===== src/rtl/ped_pkg.sv =====
package ped_pkg;

  typedef enum logic [1:0] {
    SCALE_SAT   = 2'd0,
    SCALE_DROP1 = 2'd1,
    SCALE_DROP2 = 2'd2,
    SCALE_DROP3 = 2'd3
  } scale_mode_e;

  // Strobes from the control block to the datapath
  typedef struct packed {
    logic        capture;   // load the difference register
    logic        subEn;     // subtract pedestal on capture
    logic        emit;      // load the output register
    scale_mode_e mode;      // reduction applied on emit
  } stage_strobe_t;

endpackage


===== src/rtl/ped_ctrl.sv =====
module ped_ctrl
  import ped_pkg::*;
(
  input  logic          clk,
  input  logic          rstN,
  input  logic          inVld,
  input  logic          pedEn,
  input  logic          trackEn,
  input  logic [1:0]    scaleMode,
  output stage_strobe_t strobe,
  output logic          trackStep,
  output logic          outVld
);

  logic       vld1;
  logic [1:0] warm;   // cycles since reset, saturating, for the latency check

  always_comb begin
    strobe.capture = inVld;
    strobe.subEn   = pedEn;
    strobe.emit    = vld1;
    strobe.mode    = scale_mode_e'(scaleMode);
    trackStep      = inVld && trackEn;
  end

  always_ff @(posedge clk or negedge rstN) begin
    if (!rstN) begin
      vld1   <= 1'b0;
      outVld <= 1'b0;
      warm   <= 2'd0;
    end else begin
      vld1   <= inVld;
      outVld <= vld1;
      if (warm != 2'd2) warm <= warm + 2'd1;
    end
  end

  // fixed two-cycle valid latency
  a_r1_valid_latency: assert property (@(posedge clk) disable iff (!rstN)
    (warm == 2'd2) |-> (outVld == $past(inVld, 2)));

endmodule


===== src/rtl/ped_table.sv =====
module ped_table #(
  parameter int STRIPS = 32,
  parameter int PED_W  = 10,
  parameter int FRAC_K = 4,
  localparam int IDX_W = $clog2(STRIPS),
  localparam int ERR_W = PED_W + 2
) (
  input  logic             clk,
  input  logic             rstN,
  input  logic             trackStep,
  input  logic [IDX_W-1:0] rdStrip,
  input  logic [PED_W-1:0] sample,
  input  logic             hostWe,
  input  logic [IDX_W-1:0] hostAddr,
  input  logic [PED_W-1:0] hostWdata,
  output logic [PED_W-1:0] pedOut,
  output logic [PED_W-1:0] hostRdata
);

  localparam logic signed [ERR_W-1:0] HALF     = ERR_W'(2 ** (FRAC_K - 1));
  localparam logic signed [ERR_W-1:0] NEG_HALF = -HALF;

  logic [STRIPS-1:0][PED_W-1:0]  pedMem;
  logic [STRIPS-1:0][FRAC_K-1:0] accMem;

  logic [FRAC_K-1:0]        accCur;
  logic signed [ERR_W-1:0]  errVal;
  logic signed [ERR_W-1:0]  accExt;
  logic signed [ERR_W-1:0]  accSum;
  logic                     stepUp;
  logic                     stepDn;
  logic [PED_W-1:0]         nextPed;
  logic [FRAC_K-1:0]        nextAcc;
  logic                     collide;

  always_comb begin
    pedOut  = pedMem[rdStrip];
    accCur  = accMem[rdStrip];
    errVal  = $signed({2'b00, sample}) - $signed({2'b00, pedOut});
    accExt  = {{(ERR_W - FRAC_K){accCur[FRAC_K-1]}}, accCur};
    accSum  = accExt + errVal;
    stepUp  = (accSum >= HALF);
    stepDn  = (accSum <= NEG_HALF);
    nextPed = stepUp ? pedOut + PED_W'(1) :
              stepDn ? pedOut - PED_W'(1) : pedOut;
    nextAcc = (stepUp || stepDn) ? '0 : accSum[FRAC_K-1:0];
    collide = hostWe && (hostAddr == rdStrip);
  end

  always_ff @(posedge clk or negedge rstN) begin
    if (!rstN) begin
      pedMem    <= '0;
      accMem    <= '0;
      hostRdata <= '0;
    end else begin
      hostRdata <= pedMem[hostAddr];
      if (trackStep && !collide) begin
        pedMem[rdStrip] <= nextPed;
        accMem[rdStrip] <= nextAcc;
      end
      if (hostWe) begin
        pedMem[hostAddr] <= hostWdata;
        accMem[hostAddr] <= '0;
      end
    end
  end

  // the host value lands, whatever tracking wanted
  a_r10_host_wins: assert property (@(posedge clk) disable iff (!rstN)
    hostWe |=> (pedMem[$past(hostAddr)] == $past(hostWdata)));

  // no tracking step and no host write leaves the table untouched
  a_r8_table_frozen: assert property (@(posedge clk) disable iff (!rstN)
    (!trackStep && !hostWe) |=> $stable(pedMem));

  // a tracking update moves a pedestal by at most one LSB
  a_r9_unit_step: assert property (@(posedge clk) disable iff (!rstN)
    (trackStep && !collide) |=>
      ((pedMem[$past(rdStrip)] == $past(pedOut)) ||
       (pedMem[$past(rdStrip)] == $past(pedOut) + PED_W'(1)) ||
       (pedMem[$past(rdStrip)] == $past(pedOut) - PED_W'(1))));

endmodule


===== src/rtl/ped_datapath.sv =====
module ped_datapath
  import ped_pkg::*;
#(
  parameter int SAMPLE_W = 10,
  parameter int OUT_W    = 8,
  parameter int IDX_W    = 5,
  localparam int DIFF_W  = SAMPLE_W + 1,
  localparam int DROP_N  = 3
) (
  input  logic                clk,
  input  logic                rstN,
  input  stage_strobe_t       strobe,
  input  logic [SAMPLE_W-1:0] sample,
  input  logic [IDX_W-1:0]    strip,
  input  logic [SAMPLE_W-1:0] ped,
  output logic [OUT_W-1:0]    outData,
  output logic [IDX_W-1:0]    outStrip
);

  localparam logic signed [DIFF_W-1:0] SAT_HI = DIFF_W'((2 ** (OUT_W - 1)) - 1);
  localparam logic signed [DIFF_W-1:0] SAT_LO = -SAT_HI - DIFF_W'(1);

  logic signed [DIFF_W-1:0] diffNext;
  logic signed [DIFF_W-1:0] diffQ;
  logic [IDX_W-1:0]         stripQ;
  logic [OUT_W-1:0]         satVal;
  logic [OUT_W-1:0]         dropped [1:DROP_N];
  logic [OUT_W-1:0]         scaled;

  always_comb begin
    if (strobe.subEn)
      diffNext = $signed({1'b0, sample}) - $signed({1'b0, ped});
    else
      diffNext = $signed({1'b0, sample});
  end

  // One candidate per LSB-dropping mode
  for (genvar k = 1; k <= DROP_N; k++) begin : g_drop
    assign dropped[k] = diffQ[OUT_W - 1 + k : k];
  end

  always_comb begin
    if (diffQ > SAT_HI)      satVal = SAT_HI[OUT_W-1:0];
    else if (diffQ < SAT_LO) satVal = SAT_LO[OUT_W-1:0];
    else                     satVal = diffQ[OUT_W-1:0];
    case (strobe.mode)
      SCALE_SAT:   scaled = satVal;
      SCALE_DROP1: scaled = dropped[1];
      SCALE_DROP2: scaled = dropped[2];
      default:     scaled = dropped[3];
    endcase
  end

  always_ff @(posedge clk or negedge rstN) begin
    if (!rstN) begin
      diffQ    <= '0;
      stripQ   <= '0;
      outData  <= '0;
      outStrip <= '0;
    end else begin
      if (strobe.capture) begin
        diffQ  <= diffNext;
        stripQ <= strip;
      end
      if (strobe.emit) begin
        outData  <= scaled;
        outStrip <= stripQ;
      end
    end
  end

  // saturation clamps at both ends
  a_r4_sat_high: assert property (@(posedge clk) disable iff (!rstN)
    (strobe.emit && strobe.mode == SCALE_SAT && diffQ > SAT_HI) |=>
      (outData == SAT_HI[OUT_W-1:0]));

  a_r4_sat_low: assert property (@(posedge clk) disable iff (!rstN)
    (strobe.emit && strobe.mode == SCALE_SAT && diffQ < SAT_LO) |=>
      (outData == SAT_LO[OUT_W-1:0]));

endmodule


===== src/rtl/ped_sub_scale.sv =====
module ped_sub_scale
  import ped_pkg::*;
#(
  parameter int SAMPLE_W = 10,
  parameter int OUT_W    = 8,
  parameter int STRIPS   = 32,
  parameter int FRAC_K   = 4,
  localparam int IDX_W   = $clog2(STRIPS)
) (
  input  logic                clk,
  input  logic                rstN,
  input  logic                inVld,
  input  logic [SAMPLE_W-1:0] inSample,
  input  logic [IDX_W-1:0]    inStrip,
  input  logic                pedEn,
  input  logic                trackEn,
  input  logic [1:0]          scaleMode,
  input  logic                hostWe,
  input  logic [IDX_W-1:0]    hostAddr,
  input  logic [SAMPLE_W-1:0] hostWdata,
  output logic [SAMPLE_W-1:0] hostRdata,
  output logic                outVld,
  output logic [OUT_W-1:0]    outData,
  output logic [IDX_W-1:0]    outStrip
);

  stage_strobe_t       strobe;
  logic                trackStep;
  logic [SAMPLE_W-1:0] pedCur;

  ped_ctrl u_ctrl (
    .clk       (clk),
    .rstN      (rstN),
    .inVld     (inVld),
    .pedEn     (pedEn),
    .trackEn   (trackEn),
    .scaleMode (scaleMode),
    .strobe    (strobe),
    .trackStep (trackStep),
    .outVld    (outVld)
  );

  ped_table #(
    .STRIPS (STRIPS),
    .PED_W  (SAMPLE_W),
    .FRAC_K (FRAC_K)
  ) u_table (
    .clk       (clk),
    .rstN      (rstN),
    .trackStep (trackStep),
    .rdStrip   (inStrip),
    .sample    (inSample),
    .hostWe    (hostWe),
    .hostAddr  (hostAddr),
    .hostWdata (hostWdata),
    .pedOut    (pedCur),
    .hostRdata (hostRdata)
  );

  ped_datapath #(
    .SAMPLE_W (SAMPLE_W),
    .OUT_W    (OUT_W),
    .IDX_W    (IDX_W)
  ) u_dp (
    .clk      (clk),
    .rstN     (rstN),
    .strobe   (strobe),
    .sample   (inSample),
    .strip    (inStrip),
    .ped      (pedCur),
    .outData  (outData),
    .outStrip (outStrip)
  );

endmodule


===== config.mk =====
export PLATFORM = sky130hd
export DESIGN_NAME = ped_sub_scale
export DESIGN_NICKNAME = d
export VERILOG_FILES = /design/src/rtl/ped_pkg.sv /design/src/rtl/ped_ctrl.sv /design/src/rtl/ped_table.sv /design/src/rtl/ped_datapath.sv /design/src/rtl/ped_sub_scale.sv
export SDC_FILE = /design/constraint.sdc
export NUM_CORES = 2
export LEC_CHECK = 0
export ABC_CLOCK_PERIOD_IN_PS = 6050
export BUFFER_PORTS_ARGS = -buffer_cell sky130_fd_sc_hd__buf_2
export CAP_MARGIN = 20
export CORE_ASPECT_RATIO = 0.5
export CORE_MARGIN = 2
export CORE_UTILIZATION = 40
export CTS_BUF_LIST = sky130_fd_sc_hd__clkbuf_8
export DETAILED_ROUTE_END_ITERATION = 8
export HOLD_SLACK_MARGIN = 0.1
export PLACE_DENSITY = 0.54
export SETUP_SLACK_MARGIN = 0.15
export SYNTH_ARGS = -nofsm -noshare
export SYNTH_HDL_FRONTEND = slang
export SYNTH_HIERARCHICAL = 1
export SYNTH_SLANG_ARGS = --single-unit

===== constraint.sdc =====
create_clock -name clk -period 6.05 [get_ports clk]
set_clock_uncertainty 0.15 [all_clocks]
set_input_delay 1.21 -clock clk [delete_from_list [all_inputs] [get_ports clk]]
set_output_delay 1.21 -clock clk [all_outputs]
set_load 0.02 [all_outputs]

==> results.sh <==
export IMPL_grt_max_degree=128
export IMPL_wl_met3_mm=25.3
export IMPL_min_period_ps=6760
export IMPL_p_leak_nw=17.4
export IMPL_synth_flop_cell="dfrtp_1"
export IMPL_top_layer_used="met5"
export IMPL_drv_slew=0
export IMPL_ir_drop_v=0.000210
export IMPL_grt_pass1_wl_mm=217
export IMPL_antenna_found_initial=9
export IMPL_wl_per_cell_um=33.4
export IMPL_syn_area_um2=30300
export IMPL_critPathMaxStageDelay_ps=580
export IMPL_crit_fanout=14
export IMPL_synth_nets=3400
export IMPL_cp_start_kind="primary input"
export IMPL_fill_cells=6928
export IMPL_die_y_um=199
export IMPL_worst_slew_margin_rel_pct=19.2
export IMPL_clockBufferDepth=3
export IMPL_final_area_um2=39300
export IMPL_clk_pin_slew_ps=60
export IMPL_cpMaxStageDelayCell="or4b_4"
export IMPL_final_antenna_net_count=0
export IMPL_hold_buffers=0
export IMPL_rr_endpoint="u_table/pedMem[222]$_DFF_PN0_"
export IMPL_holdCritPathClass="in -> async"
export IMPL_num_rows=71
export IMPL_crit_family="buffers and inverters"
export IMPL_cts_tree="yes"
export IMPL_cts_sinks=489
export IMPL_grt_setup_unrepaired="yes"
export IMPL_regArea_um2=12200
export IMPL_ys_seq_area_share_pct=40.3
export IMPL_vias=31500
export IMPL_fin_crit_sh_pct=112
export IMPL_cts_buffers=79
export IMPL_clkLatencyLatePin_ps=770
export IMPL_die_area_um2=78200
export IMPL_synth_edf_count=0
export IMPL_async_flop_share_pct=100
export IMPL_synthCells=3324
export IMPL_place_area_um2=34300
export IMPL_grt_use_total_pct=38.8
export IMPL_regToRegSetupSlack_ps=-210
export IMPL_synth_seq_cells=489
export IMPL_worst_pin_slew_ps=1210
export IMPL_cts_root_buffer_cell="clkbuf_8"
export IMPL_synth_avg_cell_area_um2=9.13
export IMPL_cts_max_level=3
export IMPL_multi_input_area_um2=18200
export IMPL_drtIter0Drc=4945
export IMPL_drc=0
export IMPL_endpoint_kind="flop"
export IMPL_outcome="finished with violations"
export IMPL_p_per_area_nw_per_um2=392
export IMPL_reg2regPathDepth=33
export IMPL_die_w_um=393
export IMPL_drive_gt1_share_pct=31.0
export IMPL_fin_hold_ws_ps=291
export IMPL_grt_ovfl_total=0
export IMPL_vias_per_cell=6.61
export IMPL_hold_viol=0
export IMPL_place_ws_ps=-1600
export IMPL_wl_mm=159
export IMPL_synth_distinct_cells=82
export IMPL_cp_required_ps=6580
export IMPL_reg2reg_from="u_table/pedMem[190]$_DFF_PN0_"
export IMPL_cp_common_cell="buf_4"
export IMPL_initial_core_util_pct=40.4
export IMPL_ys_warn_count=6
export IMPL_crit_buf_inv=14
export IMPL_setup_slack_ps=-706
export IMPL_worstPathArrival_ps=7280
export IMPL_timing_fmax_ghz=0.148
export IMPL_area_delta_synth_final_pct=29.4
export IMPL_dr_pass1_iters=7
export IMPL_fin_nets=3755
export IMPL_finalPower_mw=15.4
export IMPL_core_area_um2=75200
export IMPL_dr_wl_met2_mm=64.0
export IMPL_gp_congestion=1.08
export IMPL_portBuffers=61
export IMPL_setup_viol=448
export IMPL_violations="setup timing"
export IMPL_ios=62
export IMPL_path_class="in -> reg"
export IMPL_hpwl_mm=102
export IMPL_grt_pass1_vias=29000
export IMPL_cap_violations=0
export IMPL_wl_met1_mm=63.0
## worst max path at each step
stage | from | depth (start not counted) | to
3_3_place_gp | inStrip[2] | 27 | u_table/pedMem[241]$_DFF_PN0_
3_5_place_dp | inStrip[2] | 27 | u_table/pedMem[278]$_DFF_PN0_
4_1_cts | inStrip[1] | 33 | u_table/pedMem[166]$_DFF_PN0_
5_1_grt | inStrip[1] | 37 | u_table/pedMem[192]$_DFF_PN0_
2_1_floorplan | inStrip[0] | 27 | u_table/pedMem[201]$_DFF_PN0_
6_report | inStrip[0] | 32 | u_table/pedMem[222]$_DFF_PN0_
## per-layer routing
metal | global-route usage [%] | vias up
met4 | 13.1 | 6
met2 | 54.7 | 2220
met3 | 17.1 | 401
li1 | - | 12900
met1 | 52.9 | 16000
met5 | 0 | -
## layout by cell type (no fill, tap or decap), drive strengths merged, types with 14 or more instances in the layout
cell    count
buf       564
dfrtp     489
nand2     474
a21oi     372
o21ai     288
and3      215
mux2i     180
nor2      173
nand3     142
mux4      120
clkbuf    108
o22ai      83
inv        72
o211ai     49
nor3       48
a22oi      47
ha         35
nand4      28
nor4       26
mux2       22
xnor2      17
nor2b      14
## synth_stat cells, drive strengths merged, types with 7 or more instances
cell	number	area share, %
ha	35	1.4
nand2	474	5.9
dfrtp	489	40
nand3	142	2.3
xnor2	17	0.54
o211ai	49	1.2
or3	9	0.19
a31oi	12	0.32
a21o	11	0.27
and2	8	0.16
mux2i	180	5.9
a211oi	7	0.19
and3	215	4.4
nor4	26	0.62
or4	13	0.32
a21oi	372	6.2
nand3b	8	0.20
nand4	28	0.60
mux4	120	8.9
o21a	7	0.17
clkbuf	189	2.3
nor2	173	2.1
nor3	48	0.82
buf	111	2.1
o22ai	83	1.7
inv	45	0.56
mux2	22	0.82
nor2b	14	0.31
a22oi	47	1.2
o21ai	288	5.1
## state kept, by name, indices dropped and copies added, names as in the netlist
signal and cells:
u_dp/diffQ 11, u_table/accMem 128, u_table/pedMem 320, u_dp/stripQ 5
u_ctrl/outVld 1, u_ctrl/vld1 1, u_table/hostRdata 10, u_dp/outStrip 5
u_dp/outData 8
## kinds of logic after synthesis
family	synth area share [%]
buffers and inverters	4.95
adders and majority gates	1.64
and+or+nand+nor	19.2
muxes	15.7
DFF	40.3
AOI/OAI and AO/OA	17.6
xor gates and xnor gates	0.627
## final cells by class
type / instances / share of cell area, %
antenna: 9 / 0.0574
tap: 1022 / 3.26
sequential: 489 / 31.2
multi-input combinational: 2490 / 46.4
timing repair buffer: 574 / 14.7
clock inverter: 37 / 0.539
clock buffer: 98 / 3.44
inverter: 45 / 0.443
## worst reg2reg max path, delay by kind of cell (launching register included)
kind	cells	cell delay, ps
multiplexers	1	180
flip-flops	1	450
adder cells (fa/ha/maj)	3	850
buffers and inverters	9	1390
AND/OR/NAND/NOR	10	1370
XOR/XNOR	1	200
AO/OA/AOI/OAI	9	1560
## power by group
group          switching, mW  total, mW  internal (mW)
registers              0.653       4.65           3.99
clock network           1.50       3.01           1.51
logic                   4.37       7.71           3.35
total                   6.52       15.4           8.85
## through the flow
step,instances,setup TNS [ps],utilization [%]
global route,4756,-282510,52.2
finish,4764,-241440,52.2
CTS,4724,-68250,50.7
global placement,4510,-654700,45.7
detailed placement,4511,-666820,45.7
floorplan,3324,-195450,-
## timing repair
item | 4_1_cts | 5_1_grt
gates resized for setup | 303 | 154
pin swaps | 58 | 51
cloned | 18 | 11
buffers inserted | 60 | 20
endpoints found under the setup margin | 448 | 448
Power figures use the tool's default switching activity.
